--- src/rtl/fpcmp_pkg.sv ---
package fpcmp_pkg;

  typedef enum logic {
    GRP_MINMAX = 1'b0,
    GRP_CMP    = 1'b1
  } grp_e;

  typedef enum logic [1:0] {
    CMP_LE  = 2'd0,
    CMP_LT  = 2'd1,
    CMP_EQ  = 2'd2,
    CMP_RSV = 2'd3
  } cmp_op_e;

  typedef struct packed {
    logic sign;
    logic is_nan;
    logic is_snan;
    logic is_qnan;
    logic is_zero;
    logic is_inf;
  } opnd_class_t;

endpackage

--- src/rtl/fpcmp_classify.sv ---
module fpcmp_classify
  import fpcmp_pkg::*;
#(
  parameter int EXP_W = 8,
  parameter int MAN_W = 23
) (
  input  logic [EXP_W+MAN_W:0] val,
  output opnd_class_t          cls
);
  localparam int W = 1 + EXP_W + MAN_W;

  logic [EXP_W-1:0] exp_f;
  logic [MAN_W-1:0] man_f;
  logic             exp_ones;
  logic             exp_zero;
  logic             man_zero;

  always_comb begin
    exp_f    = val[W-2:MAN_W];
    man_f    = val[MAN_W-1:0];
    exp_ones = &exp_f;
    exp_zero = ~|exp_f;
    man_zero = ~|man_f;

    cls.sign    = val[W-1];
    cls.is_nan  = exp_ones & ~man_zero;
    cls.is_snan = exp_ones & ~man_zero & ~man_f[MAN_W-1];
    cls.is_qnan = exp_ones & man_f[MAN_W-1];
    cls.is_zero = exp_zero & man_zero;
    cls.is_inf  = exp_ones & man_zero;
  end
endmodule

--- src/rtl/fpcmp_order.sv ---
module fpcmp_order
  import fpcmp_pkg::*;
#(
  parameter int EXP_W = 8,
  parameter int MAN_W = 23
) (
  input  logic [EXP_W+MAN_W:0] a,
  input  logic [EXP_W+MAN_W:0] b,
  input  opnd_class_t          ca,
  input  opnd_class_t          cb,
  output logic                 lt_total,
  output logic                 lt_ieee,
  output logic                 eq_ieee
);
  localparam int W = 1 + EXP_W + MAN_W;

  logic [W-2:0] mag_a;
  logic [W-2:0] mag_b;
  logic         mag_lt;
  logic         mag_gt;
  logic         both_zero;

  always_comb begin
    mag_a     = a[W-2:0];
    mag_b     = b[W-2:0];
    mag_lt    = mag_a < mag_b;
    mag_gt    = mag_a > mag_b;
    both_zero = ca.is_zero & cb.is_zero;

    unique case ({ca.sign, cb.sign})
      2'b00:   lt_total = mag_lt;
      2'b11:   lt_total = mag_gt;
      2'b10:   lt_total = 1'b1;
      default: lt_total = 1'b0;
    endcase

    lt_ieee = lt_total & ~both_zero;
    eq_ieee = (a == b) | both_zero;
  end
endmodule

--- src/rtl/fpcmp_select.sv ---
module fpcmp_select
  import fpcmp_pkg::*;
#(
  parameter int EXP_W = 8,
  parameter int MAN_W = 23
) (
  input  grp_e                 grp,
  input  logic [1:0]           sub,
  input  logic [EXP_W+MAN_W:0] a,
  input  logic [EXP_W+MAN_W:0] b,
  input  opnd_class_t          ca,
  input  opnd_class_t          cb,
  input  logic                 lt_total,
  input  logic                 lt_ieee,
  input  logic                 eq_ieee,
  output logic [EXP_W+MAN_W:0] fp_val,
  output logic                 cmp_bit,
  output logic                 invalid
);
  localparam int W = 1 + EXP_W + MAN_W;
  localparam logic [W-1:0] CANON_QNAN =
    {1'b0, {EXP_W{1'b1}}, 1'b1, {(MAN_W-1){1'b0}}};

  logic any_nan;
  logic any_snan;
  logic pick_a;

  always_comb begin
    any_nan  = ca.is_nan | cb.is_nan;
    any_snan = ca.is_snan | cb.is_snan;
    fp_val   = '0;
    cmp_bit  = 1'b0;
    invalid  = 1'b0;
    pick_a   = 1'b0;

    if (grp == GRP_MINMAX) begin
      pick_a = sub[0] ? ~lt_total : lt_total;
      if (cb.is_snan) begin
        fp_val  = a;
        invalid = 1'b1;
      end else if (ca.is_snan) begin
        fp_val  = b;
        invalid = 1'b1;
      end else if (ca.is_nan && cb.is_nan) begin
        fp_val = CANON_QNAN;
      end else if (ca.is_nan) begin
        fp_val = b;
      end else if (cb.is_nan) begin
        fp_val = a;
      end else begin
        fp_val = pick_a ? a : b;
      end
    end else begin
      unique case (cmp_op_e'(sub))
        CMP_LE: begin
          invalid = any_nan;
          cmp_bit = ~any_nan & (lt_ieee | eq_ieee);
        end
        CMP_LT: begin
          invalid = any_nan;
          cmp_bit = ~any_nan & lt_ieee;
        end
        CMP_EQ: begin
          invalid = any_snan;
          cmp_bit = ~any_nan & eq_ieee;
        end
        default: begin
          invalid = 1'b0;
          cmp_bit = 1'b0;
        end
      endcase
    end
  end
endmodule

--- src/rtl/fp_cmp_unit.sv ---
module fp_cmp_unit
  import fpcmp_pkg::*;
#(
  parameter int EXP_W = 8,
  parameter int MAN_W = 23,
  parameter int XLEN  = 64
) (
  input  logic                   clk,
  input  logic                   rst,
  input  logic                   in_valid,
  input  logic                   grp_sel,
  input  logic [1:0]             sub_op,
  input  logic [EXP_W+MAN_W:0]   op_a,
  input  logic [EXP_W+MAN_W:0]   op_b,
  output logic                   out_valid,
  output logic [EXP_W+MAN_W:0]   fp_res,
  output logic [XLEN-1:0]        int_res,
  output logic                   flag_invalid
);
  localparam int W    = 1 + EXP_W + MAN_W;
  localparam int N_OP = 2;

  logic [W-1:0] opnd [N_OP];
  opnd_class_t  cls  [N_OP];
  grp_e         grp;

  logic         lt_total;
  logic         lt_ieee;
  logic         eq_ieee;
  logic [W-1:0] fp_val;
  logic         cmp_bit;
  logic         invalid;

  always_comb begin
    opnd[0] = op_a;
    opnd[1] = op_b;
    grp     = grp_e'(grp_sel);
  end

  for (genvar gi = 0; gi < N_OP; gi++) begin : g_cls
    fpcmp_classify #(.EXP_W(EXP_W), .MAN_W(MAN_W)) u_cls (
      .val (opnd[gi]),
      .cls (cls[gi])
    );
  end

  fpcmp_order #(.EXP_W(EXP_W), .MAN_W(MAN_W)) u_order (
    .a        (op_a),
    .b        (op_b),
    .ca       (cls[0]),
    .cb       (cls[1]),
    .lt_total (lt_total),
    .lt_ieee  (lt_ieee),
    .eq_ieee  (eq_ieee)
  );

  fpcmp_select #(.EXP_W(EXP_W), .MAN_W(MAN_W)) u_sel (
    .grp      (grp),
    .sub      (sub_op),
    .a        (op_a),
    .b        (op_b),
    .ca       (cls[0]),
    .cb       (cls[1]),
    .lt_total (lt_total),
    .lt_ieee  (lt_ieee),
    .eq_ieee  (eq_ieee),
    .fp_val   (fp_val),
    .cmp_bit  (cmp_bit),
    .invalid  (invalid)
  );

  always_ff @(posedge clk) begin
    if (rst) begin
      out_valid    <= 1'b0;
      fp_res       <= '0;
      int_res      <= '0;
      flag_invalid <= 1'b0;
    end else begin
      out_valid <= in_valid;
      if (in_valid) begin
        fp_res       <= (grp == GRP_MINMAX) ? fp_val : '0;
        int_res      <= (grp == GRP_CMP) ? {{(XLEN-1){1'b0}}, cmp_bit} : '0;
        flag_invalid <= invalid;
      end else begin
        fp_res       <= '0;
        int_res      <= '0;
        flag_invalid <= 1'b0;
      end
    end
  end
endmodule

--- config.mk ---
export PLATFORM = sky130hd
export DESIGN_NAME = fp_cmp_unit
export DESIGN_NICKNAME = d
export VERILOG_FILES = /design/src/rtl/fpcmp_pkg.sv /design/src/rtl/fpcmp_classify.sv /design/src/rtl/fpcmp_order.sv /design/src/rtl/fpcmp_select.sv /design/src/rtl/fp_cmp_unit.sv
export SDC_FILE = /design/constraint.sdc
export NUM_CORES = 1
export LEC_CHECK = 0
export BUFFER_PORTS_ARGS = -buffer_cell sky130_fd_sc_hd__buf_2
export CAP_MARGIN = 40
export CORE_ASPECT_RATIO = 1.25
export CORE_UTILIZATION = 52
export CTS_CLUSTER_SIZE = 16
export DETAILED_ROUTE_END_ITERATION = 16
export PLACE_DENSITY_LB_ADDON = 0.1
export SKIP_CTS_REPAIR_TIMING = 1
export SYNTH_ARGS = -nofsm -noshare
export SYNTH_HDL_FRONTEND = slang
export SYNTH_HIERARCHICAL = 1
export SYNTH_SLANG_ARGS = --single-unit
--- constraint.sdc ---
create_clock -name clk -period 4.3 [get_ports clk]
set_input_delay 0.43 -clock clk [delete_from_list [all_inputs] [get_ports clk]]
set_output_delay 0.43 -clock clk [all_outputs]
set_load 0.02 [all_outputs]
Word level (Yosys, flattened, before mapping)
Cells that the tools add are included.
{"block": "word_totals", "out_inout_bits": 98, "input_bits": 70, "ff_bits": 98, "word_cells": 64}
{"block": "classes", "n_eq_ne": 5, "mux": 13, "n_bitwise": 22, "reduce_logical": 17, "magnitude_cmp": 2}
{"cell": "$mux 32", "count": 6}
{"cell": "$reduce_or 23->1", "count": 2}
{"cell": "$eq 32x32->1", "count": 1}
{"cell": "$gt 31x31->1", "count": 1}
{"cell": "$lt 31x31->1", "count": 1}
{"cell": "$reduce_and 8->1", "count": 2}
{"cell": "$reduce_or 8->1", "count": 2}
{"cell": "$and 1x1->1", "count": 11}
{"cell": "$not 1->1", "count": 7}
{"cell": "$eq 2x2->1 const B", "count": 3}
{"cell": "$pmux 1 s3", "count": 2}
{"cell": "$reduce_or 3->1", "count": 2}
{"cell": "$logic_not 1->1", "count": 4}
{"cell": "$logic_not 2->1", "count": 2}
{"cell": "$mux 1", "count": 4}
{"cell": "$or 1x1->1", "count": 4}
{"cell": "$reduce_or 2->1", "count": 2}
{"cell": "$eq 2x1->1 const B", "count": 1}
{"cell": "$pmux 1 s2", "count": 1}
{"cell": "$logic_and 1x1->1", "count": 1}

Depth between registers and ports, before layout
{"block": "logic_depth", "ltp_word": 10, "mapped_depth": 14, "ltp_nobuf": 13}

By module
Netlist, hierarchy kept.
{"module": "fp_cmp_unit", "seq_area_each_um2": 700.7, "area_per_inst_um2": 1642.8, "cells_per_inst": 143, "n_inst": 1}
{"module": "fpcmp_order", "seq_area_each_um2": 0.0, "area_per_inst_um2": 874.6, "cells_per_inst": 125, "n_inst": 1}
{"module": "fpcmp_select", "seq_area_each_um2": 0.0, "area_per_inst_um2": 733.2, "cells_per_inst": 128, "n_inst": 1}
{"module": "fpcmp_classify", "seq_area_each_um2": 0.0, "area_per_inst_um2": 153.9, "cells_per_inst": 23, "n_inst": 2}

Worst setup path before layout
No wires, ideal clock.
{"block": "synth_timing", "path_kind": "input to register", "startpoint": "input port op_b[30]", "endpoint": "register fp_res[10]", "n_path_buf": 1, "arrival_time_ns": 2.562, "cell_stages": 14, "setup_ns": 0.091, "required_ns": 4.209, "slack_ns": 1.647, "cell_sequence": "inv_1 ha_1 nand4_2 nor3_1 a22oi_1 a21oi_1 a31oi_1 o21a_1 xnor2_2 a21o_2 buf_4 nand2_1 a21oi_2 nor4bb_1"}
{"block": "synth_between", "elab_chain_cells": 10, "elab_cells_between_ends": 15, "classes_between": "order compare: 2; mux: 8; bitwise: 3; reduce/logical: 2"}
{"element": "start, declared", "line": "fp_cmp_unit.sv:14", "text": "input logic [EXP_W+MAN_W:0] op_b,"}
{"element": "$gt 31x31->1 / $lt 31x31->1 (equally long branches)", "line": "fpcmp_order.sv:27, fpcmp_order.sv:26"}
{"element": "$pmux 1 s3 *", "line": "fpcmp_order.sv:30", "text": "unique case ({ca.sign, cb.sign})"}
{"element": "named net lt_total", "line": "fp_cmp_unit.sv:27", "text": "logic lt_total;"}
{"element": "$not 1->1", "line": "fpcmp_select.sv:37", "text": "pick_a = sub[0] ? ~lt_total : lt_total;"}
{"element": "$mux 1 *", "line": "fpcmp_select.sv:37"}
{"element": "$mux 32 *", "line": "fpcmp_select.sv:51", "text": "fp_val = pick_a ? a : b;"}
{"element": "$mux 32 *", "line": "fpcmp_select.sv:48", "text": "end else if (cb.is_nan) begin"}
{"element": "$mux 32 *", "line": "fpcmp_select.sv:46", "text": "end else if (ca.is_nan) begin"}
{"element": "$mux 32 *", "line": "fpcmp_select.sv:44", "text": "end else if (ca.is_nan && cb.is_nan) begin"}
{"element": "$mux 32 *", "line": "fpcmp_select.sv:41", "text": "end else if (ca.is_snan) begin"}
{"element": "$mux 32 *", "line": "fpcmp_select.sv:38", "text": "if (cb.is_snan) begin"}
{"element": "named net fp_val[10]", "line": "fp_cmp_unit.sv:30", "text": "logic [W-1:0] fp_val;"}
{"element": "end signal, assigned", "line": "fp_cmp_unit.sv:81", "text": "fp_res <= (grp == GRP_MINMAX) ? fp_val : '0;"}
{"element": "end, declared", "line": "fp_cmp_unit.sv:16", "text": "output logic [EXP_W+MAN_W:0] fp_res,"}
The timed path passes the listed nets; every way through them passes the cells marked *.
A chain may end at the register's enable or synchronous reset.

Worst setup path after layout
{"block": "layout_timing", "startpoint": "input port op_b[20]", "endpoint": "register fp_res[22]"}
The elaborated chain is that of the path after synthesis.

==> flow_summary_export.csv <==
group,metric,value,unit
global_route,busiest_layer,"met2",
global_route,grt_max_degree,46,
final_layout,nets,636,
place,place.port_buffers,104,
global_route,grtUsageTotal,0.252,
cts,clk_pin_slew,0.08,ns
sta,rsz0062_at_grt,"no",
global_route,grt_first_pass_wirelength,13.8,mm
sta,tightest_slew,0.620,ns
routing,vias_per_cell,5.26,
floorplan,die_x,75.7,µm
place,hpwl,6.78,mm
routing,first_pass_iters,5,
floorplan,start_util,0.538,
global_route,grt_pass1_vias,2939,
sta,slew_violations,0,
floorplan,num_rows,33,
cts,cts_num_sinks,35,
sta,setup_tns,0,ns
routing,vias,3258,
synthesis,synth_cells,436,
worst_setup_path,end_kind,"flop",
global_route,overflow,0,
routing,drtIter0Drc,158,
final_layout,drive_gt1_frac,0.342,
cts,cts_inserted_buffers,5,
floorplan,die-area,0.00713,mm²
synthesis,syn_area,0.00353,mm²
floorplan,core-area,0.00657,mm²
worst_setup_path,cp.arrival,3.36,ns
final_layout,multi_input_area,0.00230,mm²
cts,root_buffer,"clkbuf_8",
routing,wire_per_inst,14.0,µm
place,gp_congestion,0.946,
final_layout,antenna_cells,0,
final_layout,area_delta_synth_final,10.8,%
hold_path,hold_depth,4,
cts,cts_buffer_depth,2,
cts,cts_tree,"built",
global_route,grtUsageMet3,0.0333,
job,cap_violations,0,
final_layout,finalCoreUtilization,0.596,
sta,worst_slack,1.18,ns
power_and_ir_drop,power,0.949,mW
cts,htreeDepth,2,
synthesis,synth.avg_cell_area,8.10,µm²
hold_path,hold_end,"fp_res[15]",
power_and_ir_drop,p_leak,1.99,nW
global_route,use_met2,0.429,
floorplan,die_y,94.2,µm
routing,drc,0,
worst_setup_path,path_max_fanout,32,
worst_setup_path,critPathKind,"input port to flop",
sta,setup_viol,0,
hold_path,hold_path_class,"input port to flop",
power_and_ir_drop,p_per_area,243,mW/mm²
sta,whs,0.526,ns
outcome,status,"completed",
global_route,grt_use_met1,0.315,
routing,drtAntennaViolNets,0,
floorplan,io_pins,168,
worst_setup_path,crit_required,4.54,ns
worst_setup_path,startpoint_type,"input port",
place,dp_slack,0.940,ns
sta,slew_headroom,0.587,
sta,fmax,0.321,GHz
sta,min_period,3.12,ns
synthesis,ys_warn_count,6,
hold_path,hold_start,"op_b[15]",
power_and_ir_drop,vdd_drop_max,0.000149,V
sta,finalCritPeriodShare,0.726,
sta,final_hold_viol_count,0,
routing,wl,8.66,mm
global_route,grt_antenna_before_repair,0,
final_layout,n_fill_cell,646,
final_layout,seq_area,701,µm²
==> metal layers <==
layer | vias up | wire [µm] | share of wire
li1 | 1586 | - | -
met1 | 1506 | 3660 | 0.42
met2 | 150 | 4330 | 0.50
met3 | 16 | 498 | 0.057
met4 | 0 | 182 | 0.021
met5 | - | 0 | 0
==> metrics by stage <==
| stage | instance area (µm²) | std cells |
|---|---|---|
| global route | 3910 | 619 |
| floorplan | 3770 | 498 |
| detailed placement | 3820 | 611 |
| finish | 3910 | 619 |
| CTS | 3910 | 619 |
| global placement | 3810 | 610 |
==> area by class of cell <==
cell class,count,share of cell area
Multi-Input combinational cell,342,0.589
Clock inverter,3,0.00607
Tap cell,87,0.0278
Clock buffer,5,0.0176
Sequential cell,35,0.179
Inverter,38,0.0364
Timing Repair Buffer,109,0.145
==> how the worst max path moves through the flow <==
| stage | startpoint | to | slack (ns) |
|---|---|---|---|
| floorplan | op_b[30] | fp_res[10] | 1.65 |
| global placement | op_b[24] | fp_res[22] | 0.96 |
| detailed placement | op_b[20] | fp_res[22] | 0.94 |
| CTS | op_b[14] | fp_res[22] | 1.26 |
| global route | op_b[30] | fp_res[31] | 0.86 |
| finish | op_b[20] | fp_res[22] | 1.18 |
==> power by group <==
| group | leakage, nW | internal, mW | switching, mW |
|---|---|---|---|
| Clock | 0.0408 | 0.116 | 0.140 |
| Combinational | 1.66 | 0.123 | 0.237 |
| Sequential | 0.283 | 0.331 | 0.00165 |
==> state kept, by name, indices dropped and copies added, names as in the netlist <==
signal	cells
flag_invalid	1
out_valid	1
fp_res	32
int_res	1
==> cells in the final DEF (no fill, tap or decap), types with 2 or more instances in the layout <==
master	count
nor4bb_1	6
conb_1	63
a211oi_1	2
clkinvlp_4	2
inv_1	38
and4_2	2
and2_1	2
buf_4	4
buf_2	104
nor3_1	5
o22ai_1	2
ha_1	35
nand2_1	68
nand3_1	2
a21oi_2	10
nand4_2	2
a211oi_2	2
o21ai_0	10
a31oi_1	10
nand2_2	10
nor4_2	7
nand4_1	10
nor2_1	5
dfxtp_1	35
nor4_1	8
and4bb_2	26
or2_1	2
a21oi_1	33
clkbuf_8	5
==> worst max-delay path, cell delays in order <==
cell and delay, ns:
buf_2 0.12, inv_1 0.05, ha_1 0.31, a21oi_1 0.21, o21ai_0 0.10, a21oi_1 0.26
a21oi_1 0.10, a31oi_1 0.24, o21a_1 0.21, xnor2_2 0.15, a21o_2 0.56, nand2_1 0.15
a31oi_1 0.23, and4bb_2 0.23
(Power assumes the default switching activity.)
